### src/rtl/sar_seq_pkg.sv
package sar_seq_pkg;
   typedef enum logic [1:0] {
      ST_IDLE = 2'd0,
      ST_CMP  = 2'd1,
      ST_CRST = 2'd2,
      ST_FIN  = 2'd3
   } sar_state_e;
endpackage

### src/rtl/sar_done_sync.sv
module sar_done_sync #(
   parameter int STAGES = 2
) (
   input  logic clk,
   input  logic rst_n,
   input  logic async_in,
   output logic sync_out
);
   generate
      if (STAGES == 0) begin : g_bypass
         assign sync_out = async_in;
      end else begin : g_chain
         logic [STAGES-1:0] sr;
         always_ff @(posedge clk or negedge rst_n) begin
            if (!rst_n) sr <= '0;
            else        sr <= (sr << 1) | STAGES'(async_in);
         end
         assign sync_out = sr[STAGES-1];
      end
   endgenerate
endmodule

### src/rtl/sar_watchdog.sv
module sar_watchdog #(
   parameter int LIMIT = 64
) (
   input  logic clk,
   input  logic rst_n,
   input  logic run,
   output logic expire
);
   localparam int CW = $clog2(LIMIT + 1);
   logic [CW-1:0] cnt;

   assign expire = run && (cnt == CW'(LIMIT - 1));

   always_ff @(posedge clk or negedge rst_n) begin
      if (!rst_n)       cnt <= '0;
      else if (!run)    cnt <= '0;
      else if (!expire) cnt <= cnt + 1'b1;
   end
endmodule

### src/rtl/sar_plate_bank.sv
module sar_plate_bank #(
   parameter int NB = 5,
   localparam int IW = $clog2(NB)
) (
   input  logic          clk,
   input  logic          rst_n,
   input  logic          clear,
   input  logic          load,
   input  logic [IW-1:0] idx,
   input  logic          dec,
   output logic [NB-1:1] up,
   output logic [NB-1:1] dn
);
   generate
      for (genvar k = 1; k < NB; k++) begin : g_plate
         always_ff @(posedge clk or negedge rst_n) begin
            if (!rst_n) begin
               up[k] <= 1'b0;
               dn[k] <= 1'b0;
            end else if (clear) begin
               up[k] <= 1'b0;
               dn[k] <= 1'b0;
            end else if (load && (idx == IW'(k))) begin
               up[k] <= ~dec;
               dn[k] <= dec;
            end
         end
      end
   endgenerate
endmodule

### src/rtl/sar_async_ctrl.sv
module sar_async_ctrl
   import sar_seq_pkg::*;
#(
   parameter int   NB              = 5,
   parameter int   SYNC_STAGES     = 2,
   parameter int   TIMEOUT_CYC     = 64,
   parameter int   CONV_BUDGET_CYC = 400,
   parameter logic DEFAULT_DEC     = 1'b0
) (
   input  logic          clk,
   input  logic          rst_n,
   input  logic          conv_phase,
   input  logic          cmp_done,
   input  logic          cmp_dec,
   output logic          cmp_req,
   output logic          cmp_rst,
   output logic          preamp_en,
   output logic [NB-1:1] plate_up,
   output logic [NB-1:1] plate_dn,
   output logic [NB-1:0] result,
   output logic          ready
);
   localparam int IW    = $clog2(NB);
   localparam int WORST = NB * TIMEOUT_CYC + (NB - 1) + 1;

   // elaboration-time parameter checks
   if (NB < 2) begin : g_bad_nb
      $error("sar_async_ctrl: NB must be at least 2");
   end
   if (TIMEOUT_CYC < SYNC_STAGES + 3) begin : g_bad_timeout
      $error("sar_async_ctrl: TIMEOUT_CYC too short for the done synchroniser");
   end
   if (WORST > CONV_BUDGET_CYC) begin : g_bad_budget
      $error("sar_async_ctrl: worst-case conversion exceeds CONV_BUDGET_CYC");
   end

   sar_state_e    state;
   logic [IW-1:0] idx;
   logic          conv_q;
   logic          start;
   logic          done_s, done_q, done_evt;
   logic          wd_exp;
   logic          decide;
   logic          dec_use;
   logic          plate_clear;

   assign start = conv_phase && !conv_q;

   sar_done_sync #(.STAGES(SYNC_STAGES)) u_sync (
      .clk      (clk),
      .rst_n    (rst_n),
      .async_in (cmp_done),
      .sync_out (done_s)
   );

   assign done_evt = done_s && !done_q;

   sar_watchdog #(.LIMIT(TIMEOUT_CYC)) u_wd (
      .clk    (clk),
      .rst_n  (rst_n),
      .run    (state == ST_CMP),
      .expire (wd_exp)
   );

   assign decide      = (state == ST_CMP) && conv_phase && (done_evt || wd_exp);
   assign dec_use     = done_evt ? cmp_dec : DEFAULT_DEC;
   assign plate_clear = start || !conv_phase;

   sar_plate_bank #(.NB(NB)) u_plates (
      .clk   (clk),
      .rst_n (rst_n),
      .clear (plate_clear),
      .load  (decide),
      .idx   (idx),
      .dec   (dec_use),
      .up    (plate_up),
      .dn    (plate_dn)
   );

   always_ff @(posedge clk or negedge rst_n) begin
      if (!rst_n) begin
         conv_q <= 1'b0;
         done_q <= 1'b0;
      end else begin
         conv_q <= conv_phase;
         done_q <= done_s;
      end
   end

   always_ff @(posedge clk or negedge rst_n) begin
      if (!rst_n) begin
         state  <= ST_IDLE;
         idx    <= '0;
         result <= '0;
         ready  <= 1'b0;
      end else if (start) begin
         state  <= ST_CMP;
         idx    <= IW'(NB - 1);
         result <= '0;
         ready  <= 1'b0;
      end else if (!conv_phase) begin
         state  <= ST_IDLE;
      end else begin
         unique case (state)
            ST_CMP: begin
               if (decide) begin
                  result[idx] <= dec_use;
                  if (idx == '0) begin
                     state <= ST_FIN;
                     ready <= 1'b1;
                  end else begin
                     idx   <= idx - 1'b1;
                     state <= ST_CRST;
                  end
               end
            end
            ST_CRST: state <= ST_CMP;
            default: state <= state;
         endcase
      end
   end

   assign cmp_req   = (state == ST_CMP);
   assign cmp_rst   = (state == ST_CRST);
   assign preamp_en = (state == ST_CMP) || (state == ST_CRST);
endmodule

### config.mk
export PLATFORM = sky130hd
export DESIGN_NAME = sar_async_ctrl
export DESIGN_NICKNAME = d
export VERILOG_FILES = /design/src/rtl/sar_seq_pkg.sv /design/src/rtl/sar_done_sync.sv /design/src/rtl/sar_watchdog.sv /design/src/rtl/sar_plate_bank.sv /design/src/rtl/sar_async_ctrl.sv
export SDC_FILE = /design/constraint.sdc
export NUM_CORES = 1
export LEC_CHECK = 0
export BUFFER_PORTS_ARGS = -buffer_cell sky130_fd_sc_hd__buf_4
export CORE_MARGIN = 1.5
export CORE_UTILIZATION = 55
export DETAILED_ROUTE_END_ITERATION = 10
export GPL_TIMING_DRIVEN = 1
export PLACE_DENSITY_LB_ADDON = 0.1
export SLEW_MARGIN = 10
export SYNTH_ARGS = -nofsm -noshare
export SYNTH_HDL_FRONTEND = slang
export SYNTH_HIERARCHICAL = 1
export SYNTH_SLANG_ARGS = --single-unit
export TNS_END_PERCENT = 30
### constraint.sdc
create_clock -name clk -period 2.2 [get_ports clk]
set_input_delay 0 -clock clk [delete_from_list [all_inputs] [get_ports clk]]
set_output_delay 0 -clock clk [all_outputs]
set_load 0.01 [all_outputs]
; ---- After elaboration in Yosys (flattened, before gate mapping)
; Index checks and enable logic that the tools add are counted.
[totals]
register_bits = 30
inputBits = 5
out_inout_bits = 17
[op_classes]
n_addsub = 2
n_lt_le_gt_ge = 2
eq_ne = 11
mux = 41
n_bitwise = 2
n_reduce_logical = 29
[op_table]
columns = operator, n
row1 = $mux 1, 24
row2 = $mux 5, 4
row3 = $reduce_bool 2->1, 8
row4 = $mux 3, 5
row5 = $mux 7, 2
row6 = $logic_and 1x1->1, 10
row7 = $reduce_and 4->1, 2
row8 = $add 7x1->7 const B, 1
row9 = $eq 7x6->1 const B, 1
row10 = $eq 3x2->1 const B, 2
row11 = $mux 2, 3
row12 = $bwmux 5, 1
row13 = $lt 3x4->1 const B, 1
row14 = $ne 2x2->1 const B, 2
row15 = $ne 4x1->1 const B, 1
row16 = $ne 4x3->1 const B, 1
row17 = $pmux 2 s2, 1
row18 = $demux 1 s3, 1
row19 = $eq 3x1->1 const B, 1
row20 = $eq 3x3->1 const B, 1
row21 = $ge 3x1->1 const B, 1
row22 = $logic_not 1->1, 3
row23 = $logic_not 3->1, 1
row24 = $logic_or 1x1->1, 3
row25 = 7 further kinds, 7

; ---- Logic depth before layout (Yosys ltp)
; Gate-level depths: netlist (run 1).
[depth]
depth_word = 9
mapped_depth = 8
depth_no_buf = 8

; ---- By module
; Netlist (run 1), hierarchy kept.
[by_module_without_submodules]
columns = module, instances, cells_each, area_per_inst_um2
row1 = sar_async_ctrl, 1, 69, 690.7
row2 = sar_plate_bank, 1, 30, 391.6
row3 = sar_watchdog, 1, 37, 365.4
row4 = sar_done_sync, 1, 2, 50.0

; ---- Worst setup path after synthesis (run 1)
; Ideal clock, no wire load.
[synth_path]
kind = reg-to-reg
startpoint = register state[1]
endpoint = register u_plates/dn[2] (netlist name)
t_arrival_ns = 1.904
t_required_ns = 2.121
path_slack_ns = 0.216
stages_incl_launch_ff = 8
n_path_buf = 1
period_less_slack_ns = 1.984
path_cell_list = dfrtp_1 > inv_1 > ha_1 > clkbuf_1 > and2_1 > o211a_1 > and4bb_1 > mux2i_1
[synth_between]
elab_chain_cells = 6
word_cells_on_any_way = 7
cone_classes = 1 x eq/ne / 6 x reduce/logical
[synth_lines]
columns = element, line
row1 = "start, declared", sar_async_ctrl.sv:37  ; sar_state_e state;
row2 = "start signal, assigned", sar_async_ctrl.sv:118  ; default: state <= state;
row3 = $eq 2x1->1, n/a
row4 = via cmp_req, sar_async_ctrl.sv:15  ; output logic cmp_req,
row5 = $logic_and 1x1->1, sar_watchdog.sv:12  ; assign expire = run && (cnt == CW'(LIMIT - 1));
row6 = via wd_exp, sar_async_ctrl.sv:42  ; logic wd_exp;
row7 = $logic_or 1x1->1, sar_async_ctrl.sv:65  ; assign decide = (state == ST_CMP) && conv_phase && (done_evt || wd_exp);
row8 = $logic_and 1x1->1, sar_async_ctrl.sv:65
row9 = via decide, sar_async_ctrl.sv:43  ; logic decide;
row10 = $logic_and 1x1->1, sar_plate_bank.sv:23  ; end else if (load && (idx == IW'(k))) begin
row11 = $reduce_bool 2->1 (no line), n/a
row12 = "end signal, assigned by index", sar_plate_bank.sv:19  ; dn[k] <= 1'b0;
row13 = "end signal, assigned by index", sar_plate_bank.sv:22  ; dn[k] <= 1'b0;
row14 = "end signal, assigned by index", sar_plate_bank.sv:25  ; dn[k] <= dec;
row15 = "end, declared", sar_plate_bank.sv:12  ; output logic [NB-1:1] dn
; The timed path passes the listed nets, and every way through them passes these cells.
; A chain may end at the register's enable or synchronous reset.

; ---- Worst setup path after layout (run 1)
[layout_path]
startpoint = register u_wd.cnt[0]
endpoint = register u_plates/dn[4] (netlist name)
[layout_between]
elab_chain_cells = 6
[layout_lines]
columns = element, line
row1 = "start, declared", sar_watchdog.sv:10  ; logic [CW-1:0] cnt;
row2 = "start signal, assigned", sar_watchdog.sv:17  ; else if (!expire) cnt <= cnt + 1'b1;
row3 = $eq 7x6->1, sar_watchdog.sv:12
row4 = $logic_and 1x1->1, sar_watchdog.sv:12
row5 = via wd_exp, sar_async_ctrl.sv:42
row6 = $logic_or 1x1->1, sar_async_ctrl.sv:65
row7 = $logic_and 1x1->1, sar_async_ctrl.sv:65
row8 = via decide, sar_async_ctrl.sv:43
row9 = $logic_and 1x1->1, sar_plate_bank.sv:23
row10 = $reduce_bool 2->1 (no line), n/a
; The timed path passes the listed nets, and every way through them passes these cells.

==> results of run 1 <==
Yosys cell counts (2+ instances only):
cell                       count
sky130_fd_sc_hd__dfrtp_1      30
sky130_fd_sc_hd__mux2i_1      15
sky130_fd_sc_hd__nand2_1      14
sky130_fd_sc_hd__nand2b_1     13
sky130_fd_sc_hd__inv_1         7
sky130_fd_sc_hd__nand3_1       7
sky130_fd_sc_hd__nor2_1        6
sky130_fd_sc_hd__ha_1          5
sky130_fd_sc_hd__o21ai_0       5
sky130_fd_sc_hd__a21oi_1       2
sky130_fd_sc_hd__a31oi_1       2
sky130_fd_sc_hd__and2_1        2
sky130_fd_sc_hd__and3_1        2
sky130_fd_sc_hd__clkbuf_1      2
sky130_fd_sc_hd__o211a_1       2
routing by layer:
metal / track usage (%) / up-vias
met5: 0 / -
met4: 9.76 / 0
met1: 27.9 / 530
li1: - / 554
met3: 8.06 / 6
met2: 32.3 / 19
cell type report:
type / instances / area share (%)
flip-flops and latches: 30 / 42.1
multi-input cells: 99 / 40.0
repair buffers: 25 / 10.9
clock buffers: 7 / 3.09
well taps: 30 / 2.11
inverters: 7 / 1.47
clock inverters: 1 / 0.281
report_power, final:
part	switching (mW)	leakage [nW]	internal [mW]
clock	0.188	0.0353	0.155
sequential	0.0210	0.402	0.569
combinational	0.0709	0.463	0.0558
path summary, 6_finish.rpt:
| kind | startpoint | to | slack [ns] |
|---|---|---|---|
| max in group asynchronous | rst_n | u_plates/dn[3] | 1.79 |
| worst max-delay path | u_wd/cnt[0] | u_plates/dn[4] | 0.15 |
| worst max register to register | u_wd/cnt[0] | u_plates/dn[4] | 0.15 |
| worst min-delay path | rst_n | idx[2] | 0.13 |
| min in group clk | cmp_dec | result[1] | 0.17 |
| worst min register to register | u_sync/g_chain.sr[0] | u_sync/g_chain.sr[1] | 0.37 |
registers in the layout, summed over array words and instances, names as in the netlist:
register           count
conv_q                 1
done_q                 1
idx                    3
ready                  1
result                 5
state                  2
u_plates/dn            4
u_plates/up            4
u_sync/g_chain.sr      2
u_wd/cnt               7
timing repair:
action / CTS / global route
hold buffers: 3 / 0
hold endpoints to repair: 33 / 0
buffers inserted: 0 / 0
cell families (layout without fill, tap and decap cells):
family	Yosys count	count (layout)	share of synthesized area, %
simple gates	58	58	23.2
flops	30	30	50.1
buf+inv	9	40	2.26
compound gates	20	20	9.61
xor+xnor	1	1	0.585
fa+ha+maj	5	5	4.18
mux	15	15	10.0
worst max-delay path: stages (launching register included):
cell                       delay (ns)
sky130_fd_sc_hd__dfrtp_1         0.39
sky130_fd_sc_hd__ha_1            0.18
sky130_fd_sc_hd__nand2_1         0.10
sky130_fd_sc_hd__nor3_2          0.28
sky130_fd_sc_hd__and2_1          0.26
sky130_fd_sc_hd__o211a_1         0.28
sky130_fd_sc_hd__and4bb_4        0.28
sky130_fd_sc_hd__mux2i_1         0.19
==> summary.md, run 1 <==
| Metric | Value |
|---|---|
| Fraction of registers with async set/reset | `100%` |
| Routed length on met2 | `1.28 mm` |
| Endpoint required time on the critical path | `2.45 ns` |
| Post-cts resize count | `0` |
| TritonCTS clock tree | `yes` |
| Detail Route met3 WL | `127 um` |
| Number of nets produced by synthesis | `148` |
| Syn-to-layout area delta | `19.0%` |
| Power Dens Cells | `594 nW/um2` |
| CP Max Fanout | `6` |
| Number of vias per cell | `5.57` |
| Count of flip-flops with a built-in enable after synthesis | `0` |
| Routed wire length per instance | `14.1 um` |
| Final max-slew violation count | `0` |
| Reg clk slew, reported paths | `0.10 ns` |
| Post-route DRC violation count | `0` |
| Non-Filler Cell Area, Final | `1780 um2` |
| Number of diodes added for antenna fixing | `0` |
| Seq. cell area | `751 um2` |
| Area of the core | `2520 um2` |
| Number of warnings printed during yosys synthesis | `6` |
| Total power after layout | `1.06 mW` |
| CP endpoint kind | `flip-flop` |
| Clock insertion delay at the later pin of the skew report | `0.34 ns` |
| Area taken by multi-input logic gates | `713 um2` |
| I/O pin count | `22` |
| Unrepaired setup endpoints after global routing | `false` |
| CTS root buffer | `sky130_fd_sc_hd__clkbuf_4` |
| Highest ir drop seen on vdd | `0.000537 V` |
| Count of endpoints failing hold in the final timing report | `0` |
| Clock period minus worst slack | `2.05 ns` |
| Number of global-route vias before repair | `988` |
| Max_cap viols | `0` |
| Critical setup path kind | `flip-flop to flip-flop` |
| Maximum clock rate | `0.489 GHz` |
| Overall global routing resource usage | `21.6%` |
| Final standard cell count with taps included and fillers excluded | `199` |
| Largest net degree at the start of global routing | `31` |
| Last weighted congestion value of the routability-driven placer | `0.848` |
| Pre-antenna DRT Iters | `4` |
| Die Y | `55.2 um` |
| Share of final-layout standard cells stronger than drive strength 1 | `21.3%` |
| Worst min-delay path category | `input pin to asynchronous set/reset pin` |
| Outcome | `finished clean` |
| Setup WS post-layout | `0.153 ns` |
| Global route total overflow | `0` |
| Cells after DPL | `188` |
| DR iter-0 viols | `8` |
| Slew Limit Headroom | `75.0%` |
| M1 WL | `1.35 mm` |
| Number of nets at the end of the flow | `178` |
| Netlist area before placement | `1500 um2` |
| Post-synthesis cell count | `138` |
| H-tree level count | `2` |
| Most common flop cell mapped by yosys | `sky130_fd_sc_hd__dfrtp_1` |
| Worst-case clock skew | `0.0117 ns` |
| Die boundary width | `55.2 um` |
| Number of port buffers | `21` |
| Placement-stage worst setup slack | `0.181 ns` |
| Top cells by area, synth | `sky130_fd_sc_hd__dfrtp_1, sky130_fd_sc_hd__mux2i_1, sky130_fd_sc_hd__nand2b_1` |
| Final core utilization | `70.7%` |
| Proportion of netlist area held by the largest area contributor | `50.1%` |
| Final ANT Viol Nets | `0` |
| Estimated wirelength of the detail-placed design | `2.00 mm` |
| Data arrival, critical path | `2.30 ns` |
| Cts bufs inserted | `5` |
| Cell count of the worst reg-to-reg path | `7` |
| Period utilization | `93.0%` |
| Sequential share of the synthesized area | `50.1%` |
| Die ar. | `3050 um2` |
| Fill count | `205` |
| Synth cell types | `39` |
| Pin slew with the least headroom to its limit | `0.375 ns` |
| Number of storage elements in the synthesis netlist | `30` |
| Detailed-route wire length | `2.80 mm` |
| Overall via count from detail_route | `1,109` |
| Final number of setup-violating endpoints | `0` |
| Setup tns final | `0 ns` |
| Library cell with the largest summed area after synthesis | `sky130_fd_sc_hd__dfrtp_1` |
| Startpoint type of the worst setup path | `flip-flop` |
| Synth Area per Inst | `10.9 um2` |
| Core Rows | `18` |
| Initial antenna violation count | `0` |
| Area of placed instances | `1690 um2` |
| Number of clock sinks | `30` |
| Top sig layer | `met4` |
| Most common cell after layout, fill and taps aside | `sky130_fd_sc_hd__dfrtp_1` |
| Initial core utilization | `59.4%` |
| Smallest hold slack | `0.127 ns` |
| Leakage power of the design | `0.900 nW` |
| Commonest non-fill, non-tap cells in the layout | `sky130_fd_sc_hd__dfrtp_1, sky130_fd_sc_hd__buf_4, sky130_fd_sc_hd__mux2i_1` |
| Maximum number of buffers from clock root to sink | `2` |
| Wire length of the first global-routing pass | `4.39 mm` |
(Power assumes the default switching activity.)
==> inputs of run 2 (changes only) <==
--- a/config.mk
+++ b/config.mk
@@ -7,7 +7,7 @@
 export LEC_CHECK = 0
 export BUFFER_PORTS_ARGS = -buffer_cell sky130_fd_sc_hd__buf_4
 export CORE_MARGIN = 1.5
-export CORE_UTILIZATION = 55
+export CORE_UTILIZATION = 50
 export DETAILED_ROUTE_END_ITERATION = 10
 export GPL_TIMING_DRIVEN = 1
 export PLACE_DENSITY_LB_ADDON = 0.1
==> constraint.sdc (replaced) <==
create_clock -name clk -period 1.7 [get_ports clk]
set_input_delay 0 -clock clk [delete_from_list [all_inputs] [get_ports clk]]
set_output_delay 0 -clock clk [all_outputs]
set_load 0.01 [all_outputs]
==> summary.md, run 2 (synthesis gave the netlist of run 1 again) <==
| Metric | Value |
|---|---|
| Outcome | `finished, violations left (was finished clean)` |
| Violated checks | `design-rule violations, negative setup slack` |
| Post-route DRC violation count | `2 (was 0)` |
| Die ar. | `3330 um2 (was 3050 um2)` |
| DR iter-0 viols | `34 (was 8)` |
| Final ANT Viol Nets | `0 (unchanged)` |
| Area of placed instances | `1780 um2 (was 1690 um2)` |
| Area of the core | `2810 um2 (was 2520 um2)` |
| Clock insertion delay at the later pin of the skew report | `0.33 ns (was 0.34 ns)` |
| Final max-slew violation count | `0 (unchanged)` |
| Initial antenna violation count | `0 (unchanged)` |
| Clock period minus worst slack | `1.70 ns (was 2.05 ns)` |
| Number of nets at the end of the flow | `189 (was 178)` |
| Highest ir drop seen on vdd | `0.000418 V (was 0.000537 V)` |
| Final core utilization | `68.2% (was 70.7%)` |
| Maximum number of buffers from clock root to sink | `2 (unchanged)` |
| Detailed-route wire length | `3.13 mm (was 2.80 mm)` |
| CTS root buffer | `sky130_fd_sc_hd__clkbuf_4 (unchanged)` |
| Number of clock sinks | `30 (unchanged)` |
| Cell count of the worst reg-to-reg path | `7 (unchanged)` |
| Unrepaired setup endpoints after global routing | `true (was false)` |
| Last weighted congestion value of the routability-driven placer | `0.865 (was 0.848)` |
| Pin slew with the least headroom to its limit | `0.376 ns (was 0.375 ns)` |
| Wire length of the first global-routing pass | `5.31 mm (was 4.39 mm)` |
| Non-Filler Cell Area, Final | `1910 um2 (was 1780 um2)` |
| Total power after layout | `1.41 mW (was 1.06 mW)` |
| Global route total overflow | `0 (unchanged)` |
| Maximum clock rate | `0.588 GHz (was 0.489 GHz)` |
| Biggest regs | `u_wd/cnt (7), result (5) (unchanged)` |
| Overall via count from detail_route | `1,188 (was 1,109)` |
| Internal power | `1.04 mW (was 0.779 mW)` |
| R2R setup slack | `-0.0003 ns (was 0.15 ns)` |
| Cts bufs inserted | `5 (unchanged)` |
| Share of final-layout standard cells stronger than drive strength 1 | `30.6% (was 21.3%)` |
| Power Dens Cells | `734 nW/um2 (was 594 nW/um2)` |
| Number of global-route vias before repair | `1,153 (was 988)` |
| Estimated wirelength of the detail-placed design | `2.23 mm (was 2.00 mm)` |
| Cells after DPL | `197 (was 188)` |
| CP delay by family, top | `simple AND/OR/NAND/NOR gates (unchanged)` |
| TritonCTS clock tree | `yes (unchanged)` |
| Setup WS post-layout | `-0.000316 ns (was 0.153 ns)` |
| Logic pwr share | `15.1% (was 12.0%)` |
| I/O pin count | `22 (unchanged)` |
| CP endpoint kind | `flip-flop (unchanged)` |
| Net switching power figure | `0.370 mW (was 0.280 mW)` |
| Startpoint type of the worst setup path | `flip-flop (unchanged)` |
| CP Max Fanout | `5 (was 6)` |
| Syn-to-layout area delta | `27.8% (was 19.0%)` |
| Slowest-stage cell, CP | `sky130_fd_sc_hd__dfrtp_1 (unchanged)` |
| H-tree level count | `2 (unchanged)` |
| Largest net degree at the start of global routing | `31 (unchanged)` |
| Number of buffers and inverters on the critical path | `0 (unchanged)` |
| Part of the power in registers | `53.7% (was 55.7%)` |
| Number of diodes added for antenna fixing | `0 (unchanged)` |
| Reg clk slew, reported paths | `0.09 ns (was 0.10 ns)` |
| Switching fraction of total power | `26.3% (was 26.4%)` |
| Number of flip-flops in the largest register | `7 (unchanged)` |
| Number of port buffers | `21 (unchanged)` |
| Critical setup path kind | `flip-flop to flip-flop (unchanged)` |
| Max_cap viols | `0 (unchanged)` |
| Data arrival, critical path | `1.95 ns (was 2.30 ns)` |
| Startpoint of the lowest-slack register-to-register path | `u_wd/cnt[0] (unchanged)` |
| Worst min-delay path category | `input pin to asynchronous set/reset pin (unchanged)` |
| Worst-case clock skew | `0.00628 ns (was 0.0117 ns)` |
| Commonest non-fill, non-tap cells in the layout | `sky130_fd_sc_hd__buf_4, sky130_fd_sc_hd__dfrtp_1, sky130_fd_sc_hd__mux2i_1 (was sky130_fd_sc_hd__dfrtp_1, sky130_fd_sc_hd__buf_4, sky130_fd_sc_hd__mux2i_1)` |
| Count of endpoints failing hold in the final timing report | `0 (unchanged)` |
| Leakage power of the design | `0.968 nW (was 0.900 nW)` |
| Initial core utilization | `53.4% (was 59.4%)` |
| Clock power frac | `31.1% (was 32.3%)` |
| Terminus of the critical flop-to-flop path | `u_plates/dn[4] (unchanged)` |
| Number of vias per cell | `5.63 (was 5.57)` |
| Core Rows | `19 (was 18)` |
| Final number of setup-violating endpoints | `1 (was 0)` |
| Slew Limit Headroom | `74.9% (was 75.0%)` |
| Final standard cell count with taps included and fillers excluded | `211 (was 199)` |
| Number of gates on the worst path with buffers counted | `7 (unchanged)` |
| Die Y | `57.7 um (was 55.2 um)` |
| Pre-antenna DRT Iters | `7 (was 4)` |
| Placement-stage worst setup slack | `-0.0628 ns (was 0.181 ns)` |
| Most common cell after layout, fill and taps aside | `sky130_fd_sc_hd__buf_4 (was sky130_fd_sc_hd__dfrtp_1)` |
| Crit-path max cell delay | `0.37 ns (was 0.39 ns)` |
| Endpoint required time on the critical path | `1.95 ns (was 2.45 ns)` |
| Overall global routing resource usage | `21.3% (was 21.6%)` |
| CP Cell Sequence | `ha_2 > nand2_2 > nor3_4 > and2_4 > o211a_4 > and4bb_4 > mux2i_1 (was ha_1 > nand2_1 > nor3_2 > and2_1 > o211a_1 > and4bb_4 > mux2i_1)` |
| Period utilization | `100% (was 93.0%)` |
| Die boundary width | `57.7 um (was 55.2 um)` |
| Register with the most flip-flops | `u_wd/cnt (unchanged)` |
| Routed wire length per instance | `14.8 um (was 14.1 um)` |
## run 2: changes by cell type in the layout (fill, tap and decap cells not counted), sizes merged
cell	delta
buf	+11
## run 2: routing by layer
layer / global-route usage, % / part of all wire, % / up-vias
met5: 0 / 0 / -
met4: 7.97 / 1.9 / 0
met3: 8.71 / 4.9 / 7
met2: 35.6 / 50 / 37
met1: 24.7 / 43 / 569
li1: - / - / 575
## run 2: how the worst max path moves through the flow
stage,from,end,slack [ns]
floorplan,u_wd/cnt[0],u_plates/dn[2],0.003
global route,u_wd/cnt[1],u_plates/dn[4],-0.1
global placement,u_wd/cnt[6],u_plates/up[2],0.02
CTS,u_wd/cnt[0],u_plates/dn[4],-0.005
detailed placement,u_wd/cnt[6],u_plates/dn[4],-0.06
finish,u_wd/cnt[0],u_plates/dn[4],-0.0003
## run 2: power by group through the flow
stage	combinational, mW	clock (mW)	sequential (mW)
floorplan	0.106	0	0.772
detailed placement	0.192	0	0.769
finish	0.212	0.438	0.756
global route	0.236	0.488	0.759
CTS	0.205	0.455	0.755
global placement	0.183	0	0.768
## run 2: per-stage QoR
| stage | setup TNS [ns] | hold WS [ns] |
|---|---|---|
| 4_1_cts | -0.00509 | 0.127 |
| 2_1_floorplan | 0 | -0.296 |
| 6_report | -0.000316 | 0.137 |
| 3_5_place_dp | -0.192 | -0.0530 |
| 3_3_place_gp | 0 | -0.0607 |
| 5_1_grt | -0.587 | 0.150 |
## run 2: final cells by class
| type | instances | area (um2) |
|---|---|---|
| well taps | 31 | 38.8 |
| clock buffers | 7 | 55.1 |
| clock inverters | 1 | 5.00 |
| flip-flops and latches | 30 | 752 |
| inverters | 7 | 26.3 |
| fillers | 214 | 891 |
| multi-input cells | 99 | 759 |
| repair buffers | 36 | 278 |
## run 2: timing repair
item / 4_1_cts / 5_1_grt
hold buffers: 3 / 0
setup buffers: 1 / 2
pin swaps: 2 / 4
hold endpoints to repair: 33 / 0
setup endpoints to repair: 7 / 14
resized for setup: 4 / 3
